File: src/rtl/strmem_pkg.sv
package strmem_pkg;
  localparam int RES_W = 32;

  localparam logic [2:0] OP_COPY = 3'd0;
  localparam logic [2:0] OP_FILL = 3'd1;
  localparam logic [2:0] OP_SLEN = 3'd2;
  localparam logic [2:0] OP_SCMP = 3'd3;
  localparam logic [2:0] OP_SCPY = 3'd4;

  typedef enum logic [2:0] {
    ST_IDLE = 3'd0,
    ST_RD_A = 3'd1,
    ST_RD_B = 3'd2,
    ST_WR   = 3'd3,
    ST_FIN  = 3'd4
  } state_e;

  // unsigned byte difference, 9-bit result sign-extended to RES_W
  function automatic logic [RES_W-1:0] byte_diff(input logic [7:0] a, input logic [7:0] b);
    logic [8:0] d;
    d = {1'b0, a} - {1'b0, b};
    return {{(RES_W-9){d[8]}}, d};
  endfunction
endpackage

File: src/rtl/strmem_port.sv
module strmem_port #(
  parameter int ADDR_W = 32
) (
  input  logic              clk,
  input  logic              rst_n,
  input  logic              acc_req,
  input  logic              acc_we,
  input  logic [ADDR_W-1:0] acc_base,
  input  logic [ADDR_W-1:0] acc_idx,
  input  logic [7:0]        acc_wbyte,
  input  logic              mem_ack,
  output logic              mem_req,
  output logic              mem_we,
  output logic [ADDR_W-1:0] mem_addr,
  output logic [7:0]        mem_wdata,
  output logic              xfer
);
  assign mem_req   = acc_req;
  assign mem_we    = acc_req & acc_we;
  assign mem_addr  = acc_base + acc_idx;
  assign mem_wdata = acc_we ? acc_wbyte : 8'h00;
  assign xfer      = acc_req & mem_ack;


  req_hold_chk: assert property (@(posedge clk) disable iff (!rst_n)
    (mem_req && !mem_ack) |=> (mem_req && $stable(mem_addr) && $stable(mem_we) && $stable(mem_wdata)));
endmodule

File: src/rtl/strmem_ctrl.sv
module strmem_ctrl
  import strmem_pkg::*;
#(
  parameter int ADDR_W = 32,
  parameter int LEN_W  = 15
) (
  input  logic              clk,
  input  logic              rst_n,
  input  logic              start,
  input  logic [2:0]        op,
  input  logic [31:0]       opnd_a,
  input  logic [31:0]       opnd_b,
  input  logic [31:0]       opnd_d,
  input  logic              xfer,
  input  logic [7:0]        rdata,
  output logic              acc_req,
  output logic              acc_we,
  output logic [ADDR_W-1:0] acc_base,
  output logic [ADDR_W-1:0] acc_idx,
  output logic [7:0]        acc_wbyte,
  output logic              busy,
  output logic              done,
  output logic [RES_W-1:0]  result
);
  state_e            st;
  logic [2:0]        op_q;
  logic [ADDR_W-1:0] pa, pb, pd, idx;
  logic [LEN_W-1:0]  len_q;
  logic [7:0]        fill_q, byte_a;

  // named events
  logic             start_acc, rd_a_done, rd_b_done, wr_done;
  logic             blk_last, cmp_stop, known_op;
  logic [LEN_W-1:0] len_in;

  assign len_in    = opnd_b[LEN_W-1:0];
  assign start_acc = start && (st == ST_IDLE);
  assign known_op  = (op <= OP_SCPY);
  assign rd_a_done = xfer && (st == ST_RD_A);
  assign rd_b_done = xfer && (st == ST_RD_B);
  assign wr_done   = xfer && (st == ST_WR);
  assign blk_last  = (idx[LEN_W-1:0] + LEN_W'(1)) == len_q;
  assign cmp_stop  = (byte_a == 8'h00) || (byte_a != rdata);

  always_ff @(posedge clk) begin
    if (!rst_n) begin
      st     <= ST_IDLE;
      op_q   <= 3'd0;
      pa     <= '0;
      pb     <= '0;
      pd     <= '0;
      idx    <= '0;
      len_q  <= '0;
      fill_q <= 8'h00;
      byte_a <= 8'h00;
      result <= '0;
    end else begin
      case (st)
        ST_IDLE: if (start) begin
          op_q   <= op;
          pa     <= opnd_a[ADDR_W-1:0];
          pb     <= opnd_b[ADDR_W-1:0];
          pd     <= opnd_d[ADDR_W-1:0];
          len_q  <= len_in;
          fill_q <= opnd_a[7:0];
          idx    <= '0;
          result <= '0;
          if (!known_op)                          st <= ST_FIN;
          else if (op == OP_FILL)                 st <= (len_in == '0) ? ST_FIN : ST_WR;
          else if (op == OP_COPY && len_in == '0) st <= ST_FIN;
          else                                    st <= ST_RD_A;
        end
        ST_RD_A: if (xfer) begin
          byte_a <= rdata;
          if (op_q == OP_SCMP) st <= ST_RD_B;
          else if (op_q == OP_SLEN) begin
            if (rdata == 8'h00) begin
              result <= RES_W'(idx);
              st     <= ST_FIN;
            end else idx <= idx + 1'b1;
          end else st <= ST_WR;
        end
        ST_RD_B: if (xfer) begin
          if (cmp_stop) begin
            result <= byte_diff(byte_a, rdata);
            st     <= ST_FIN;
          end else begin
            idx <= idx + 1'b1;
            st  <= ST_RD_A;
          end
        end
        ST_WR: if (xfer) begin
          if (op_q == OP_SCPY) begin
            if (byte_a == 8'h00) begin
              result <= RES_W'(pd + idx);
              st     <= ST_FIN;
            end else begin
              idx <= idx + 1'b1;
              st  <= ST_RD_A;
            end
          end else if (blk_last) begin
            result <= RES_W'(len_q);
            st     <= ST_FIN;
          end else begin
            idx <= idx + 1'b1;
            st  <= (op_q == OP_FILL) ? ST_WR : ST_RD_A;
          end
        end
        ST_FIN:  st <= ST_IDLE;
        default: st <= ST_IDLE;
      endcase
    end
  end

  assign acc_req   = (st == ST_RD_A) || (st == ST_RD_B) || (st == ST_WR);
  assign acc_we    = (st == ST_WR);
  assign acc_base  = (st == ST_RD_A) ? pa : (st == ST_RD_B) ? pb : pd;
  assign acc_idx   = idx;
  assign acc_wbyte = (op_q == OP_FILL) ? fill_q : byte_a;
  assign busy      = (st != ST_IDLE);
  assign done      = (st == ST_FIN);


  done_pulse_chk: assert property (@(posedge clk) disable iff (!rst_n)
    done |=> !done);

  zero_len_chk: assert property (@(posedge clk) disable iff (!rst_n)
    (start_acc && (op == OP_COPY || op == OP_FILL) && len_in == '0) |=> (done && result == '0));

  bad_op_chk: assert property (@(posedge clk) disable iff (!rst_n)
    (start_acc && !known_op) |=> (done && result == '0 && !acc_req));

  slen_stop_chk: assert property (@(posedge clk) disable iff (!rst_n)
    (rd_a_done && op_q == OP_SLEN && rdata == 8'h00) |=> (done && result == RES_W'($past(idx))));

  copy_order_chk: assert property (@(posedge clk) disable iff (!rst_n)
    (rd_a_done && op_q == OP_COPY) |=> (acc_we && acc_idx == $past(acc_idx)));

  idle_quiet_chk: assert property (@(posedge clk) disable iff (!rst_n)
    (done || !busy) |-> !acc_req);

  fill_noread_chk: assert property (@(posedge clk) disable iff (!rst_n)
    (busy && op_q == OP_FILL && acc_req) |-> acc_we);

  scpy_term_chk: assert property (@(posedge clk) disable iff (!rst_n)
    (wr_done && op_q == OP_SCPY && byte_a == 8'h00) |=> done);
endmodule

File: src/rtl/strmem_engine.sv
module strmem_engine
  import strmem_pkg::*;
#(
  parameter int ADDR_W = 32,
  parameter int LEN_W  = 15
) (
  input  logic              clk,
  input  logic              rst_n,
  input  logic              start,
  input  logic [2:0]        op,
  input  logic [31:0]       opnd_a,
  input  logic [31:0]       opnd_b,
  input  logic [31:0]       opnd_d,
  output logic              busy,
  output logic              done,
  output logic [31:0]       result,
  output logic              mem_req,
  output logic              mem_we,
  output logic [ADDR_W-1:0] mem_addr,
  output logic [7:0]        mem_wdata,
  input  logic              mem_ack,
  input  logic [7:0]        mem_rdata
);
  logic              acc_req, acc_we, xfer;
  logic [ADDR_W-1:0] acc_base, acc_idx;
  logic [7:0]        acc_wbyte;

  strmem_ctrl #(.ADDR_W(ADDR_W), .LEN_W(LEN_W)) u_ctrl (
    .clk(clk), .rst_n(rst_n), .start(start), .op(op),
    .opnd_a(opnd_a), .opnd_b(opnd_b), .opnd_d(opnd_d),
    .xfer(xfer), .rdata(mem_rdata),
    .acc_req(acc_req), .acc_we(acc_we), .acc_base(acc_base),
    .acc_idx(acc_idx), .acc_wbyte(acc_wbyte),
    .busy(busy), .done(done), .result(result)
  );

  strmem_port #(.ADDR_W(ADDR_W)) u_port (
    .clk(clk), .rst_n(rst_n), .acc_req(acc_req), .acc_we(acc_we),
    .acc_base(acc_base), .acc_idx(acc_idx), .acc_wbyte(acc_wbyte),
    .mem_ack(mem_ack), .mem_req(mem_req), .mem_we(mem_we),
    .mem_addr(mem_addr), .mem_wdata(mem_wdata), .xfer(xfer)
  );
endmodule

File: config.mk
export PLATFORM = sky130hd
export DESIGN_NAME = strmem_engine
export DESIGN_NICKNAME = d
export VERILOG_FILES = /design/src/rtl/strmem_pkg.sv /design/src/rtl/strmem_port.sv /design/src/rtl/strmem_ctrl.sv /design/src/rtl/strmem_engine.sv
export SDC_FILE = /design/constraint.sdc
export NUM_CORES = 1
export LEC_CHECK = 0
export BUFFER_PORTS_ARGS = -buffer_cell sky130_fd_sc_hd__buf_2
export CAP_MARGIN = 5
export CORE_MARGIN = 2
export CORE_UTILIZATION = 49
export DETAILED_ROUTE_END_ITERATION = 6
export GPL_TIMING_DRIVEN = 0
export PLACE_DENSITY = 0.73
export SYNTH_ARGS = -nofsm -noshare
export SYNTH_HDL_FRONTEND = slang
export SYNTH_SLANG_ARGS = --single-unit
File: constraint.sdc
create_clock -name clk -period 5.1 [get_ports clk]
set_input_delay 1.02 -clock clk [delete_from_list [all_inputs] [get_ports clk]]
set_output_delay 1.02 -clock clk [all_outputs]
set_load 0.01 [all_outputs]
==> flow_summary.toml <==
[placed_design]
placed_cells_incl_taps = 2092
hpwlAfterDp_microns = 32600
place_congestion = 0.950
io_buffers = 186

[clocking]
clock_sinks = 174
hold_buffers = 0
htreeDepth = 4
cts_made_buffers = 17
clkTransAtPathRegs_ns = 0.08
clock_path_buffers = 2
cts-root-buf = "clkbuf_16"
clk_latency_ns = 0.44
cts_tree = "done"

[floorplan]
die-area_sq_mm = 0.0254
row_count = 56
top_level_ports = 187
fp.dieW_microns = 159
die_h_microns = 159
core_area_sq_mm = 0.0236
start_util = 0.501

[pwr]
power.density_mw_per_mm2 = 413
leakage_uw = 0.00609
ir_drop_v = 0.000247

[yosys]
synth_flop_cell = "dfxtp_1"
ys_warn_count = 0
ys_ff_latch = 174
syn_area_per_cell_sq_um = 7.46
synth.cell_area_sq_mm = 0.0118
yosysTopAreaCell = "dfxtp_1"
synth-async-reset-ratio = 0
yosysTopAreaCellShare = 0.294
ys_types = 73
ys_seq_area_frac = 0.294
synth.net_count = 1772
synth_edf_count = 0
synth_cells = 1587
ys_top_cells_by_area = "dfxtp_1 (29%), nand2_1 (11%), a21oi_1 (8.6%), ha_1 (7.5%), xnor2_1 (4.1%)"

[timing]
slew_headroom = 0.408
fin_crit_sh = 1.07
fmax_mhz = 184
postLayoutSetupSlackWorst_ns = -0.345
rsz0062_at_grt = "yes"
finalSetupViolCount = 9
worst_slew_pin_slew_ns = 0.880
hold_violations = 0
period_minus_slack_ns = 5.45
slew_viol_final = 0
final.setup_skew_ns = 0.0100

[hold_path]
hold_class = "reg2reg"

[detailed_routing]
drc = 0
drtIter0Drc = 1353
routed_via_density = 5.96
vias = 12826
drtAntennaViolNets = 0
dr.pass1.iters = 6
post_drt_wl_per_cell_microns = 19.5
drt-total-wl_microns = 42000

[outcome]
violations = "setup timing"
status = "finished, violations left"

[final_layout]
fillCellCount = 2255
drive_gt1_frac = 0.173
fin_nets = 2003
areaGrowthSynthToFinish_pct = 20.7
final_core_util = 0.605
fin_cells = 2151

[grt]
grt_usage = 0.321
grt_pass1_wl_microns = 64600
grt_max_degree = 21
grt_pass1_vias = 11736
antenna_found_initial = 1
grt_overflow_total = 0

[critical_path]
cp_data_required_time_ns = 4.08
crit_fanout = 7
cpPeakStageDelay_ns = 0.40
arrival_ns = 4.43
crit_chain = "clkinvlp_4 > nor3_4 > buf_8 > clkbuf_16 > nand2_4 > o21ai_4 > ha_2 > inv_2 > fa_2 > nor2b_2 > o2111ai_2 > a21boi_4 > o2111ai_2 > a21o_1 > o211a_1 > or3_4 > o21ai_2 > xor2_1 > buf_2"
crit_path_end_kind = "primary output"
path_common_cell = "o2111ai_2"
crit_buf_inv = 5
critPathTopFamily = "compound AO/OA/AOI/OAI gates"
start_kind = "flop"
worstSetupPathType = "reg2out"
critPathSlowestCell = "dfxtp_4"

[job]
drv_cap = 0
[Yosys cell counts (4+ instances only)]
library cell and number:
nand2_1 332, a21oi_1 204, dfxtp_1 174, nor2_1 89, o21ai_0 82, ha_1 71
clkbuf_1 68, xnor2_1 56, mux2i_1 46, inv_1 42, a21o_1 38, xor2_1 28
nand3_1 26, a211oi_1 19, nor4_1 19, or3_1 17, a221oi_1 16, nand4_1 15
o21ai_1 15, nand2b_1 14, o21a_1 13, a31oi_1 12, buf_2 12, nor3_1 12
o31ai_1 12, and2_1 11, or4_1 11, and3_1 10, nor2b_1 10, o211ai_1 10
a221o_1 7, buf_1 6, o31a_1 6, and4_1 5, a211o_1 4, o211a_1 4
o21bai_1 4, o22ai_1 4, or2_2 4
[area by class of cell]
cell class,instances,area (sq um),area share
antenna,1,2.50,0.000175
clock inverter,15,186,0.0130
buffer,85,480,0.0336
timing repair buffer,215,1150,0.0803
sequential,174,3490,0.244
multi-input combinational,1283,8000,0.559
clock buffer,17,425,0.0298
inverter,42,161,0.0113
tap,319,399,0.0279
[cells in the final DEF, fill, tap and decap left out, types with 13 or more instances in the layout]
master / synthesis / final
a211oi_1: 19 / 18
a21o_1: 38 / 38
a21oi_1: 204 / 203
a221oi_1: 16 / 14
buf_2: 12 / 200
buf_4: 2 / 32
clkbuf_1: 68 / 58
clkbuf_16: 0 / 21
dfxtp_1: 174 / 171
ha_1: 71 / 70
inv_1: 42 / 40
mux2i_1: 46 / 46
nand2_1: 332 / 331
nand2b_1: 14 / 13
nand3_1: 26 / 26
nand4_1: 15 / 15
nor2_1: 89 / 88
nor4_1: 19 / 18
o21a_1: 13 / 13
o21ai_0: 82 / 78
o21ai_1: 15 / 16
or3_1: 17 / 16
xnor2_1: 56 / 56
xor2_1: 28 / 28
[flip-flops by register name, indices dropped and copies added (netlist names)]
name	cells
u_ctrl.st	3
u_ctrl.pd	32
u_ctrl.pa	25
u_ctrl.len_q	14
u_ctrl.result	32
u_ctrl.byte_a	8
u_ctrl.acc_idx	32
u_ctrl.fill_q	7
u_ctrl.op_q	3
u_ctrl.pb	18
[power breakdown]
part	total [uW]	internal (uW)	switching, uW
Clock	1360	670	685
Sequential	1860	1590	264
Combinational	2690	1000	1690
Total	5910	3270	2640
[worst paths after layout]
path	to	slack, ns	startpoint	cells past startpoint
worst max register to register	u_ctrl.acc_idx[28]$_SDFFE_PN0P_	1.25	u_ctrl.acc_idx[1]$_SDFFE_PN0P_	12
worst min register to register	u_ctrl.result[17]$_SDFFE_PN0P_	0.45	u_ctrl.result[17]$_SDFFE_PN0P_	2
worst max-delay path	mem_addr[30]	-0.35	u_ctrl.st[0]$_SDFFE_PN0P_	19
worst min-delay path	u_ctrl.result[17]$_SDFFE_PN0P_	0.45	u_ctrl.result[17]$_SDFFE_PN0P_	2
[stage by stage]
stage / TNS, ns / area [sq um] / total power (uW) / worst slack [ns] / hold WS (ns)
global placement: -25.43 / 13200 / 4240 / -1.88 / 0.434
floorplan: -0.0623 / 11900 / 3400 / -0.0623 / 0.436
CTS: -1.11 / 14200 / 5830 / -0.370 / 0.450
finish: -1.63 / 14300 / 5910 / -0.345 / 0.446
detailed placement: -26.34 / 13200 / 4270 / -1.94 / 0.439
global route: -2.79 / 14300 / 6210 / -0.447 / 0.468
[cell families (layout without fill, tap and decap cells)]
| logic type | count (synthesis) | count (layout) | share of synthesized area |
|---|---|---|---|
| flip-flops | 174 | 174 | 0.294 |
| AO/OA/AOI/OAI | 485 | 485 | 0.251 |
| multiplexers | 46 | 46 | 0.0389 |
| buffers and inverters | 130 | 374 | 0.0431 |
| other | 0 | 1 | 0 |
| adder cells (fa/ha/maj) | 74 | 74 | 0.0801 |
| XOR/XNOR | 84 | 84 | 0.0621 |
| AND/OR/NAND/NOR | 594 | 594 | 0.231 |
[metal layers]
layer | vias up | wire, microns | GRT usage | part of all wire
met4 | 0 | 1290 | 0.116 | 0.031
met1 | 5912 | 18800 | 0.453 | 0.45
met2 | 678 | 17200 | 0.477 | 0.41
met3 | 89 | 4620 | 0.0784 | 0.11
met5 | - | 0 | 0 | 0
li1 | 6147 | - | - | -
[repair_timing]
action / in CTS / in global routing
setup buffers: 24 / 6
pin swaps: 21 / 16
setup endpoints to repair: 31 / 12
resized for setup: 69 / 10
[worst reg2reg max path, stage by stage (launching register included)]
cell and delay, ns:
dfxtp_1 0.47, ha_1 0.36, and4_1 0.22, clkbuf_1 0.28
nand2_1 0.30, o31a_1 0.35, o22ai_1 0.32, nor4b_4 0.12
and3_1 0.17, buf_2 0.17, nor2_1 0.59, nand4_1 0.21
mux2i_1 0.16
Note: power is estimated with default switching activity, not from simulation.
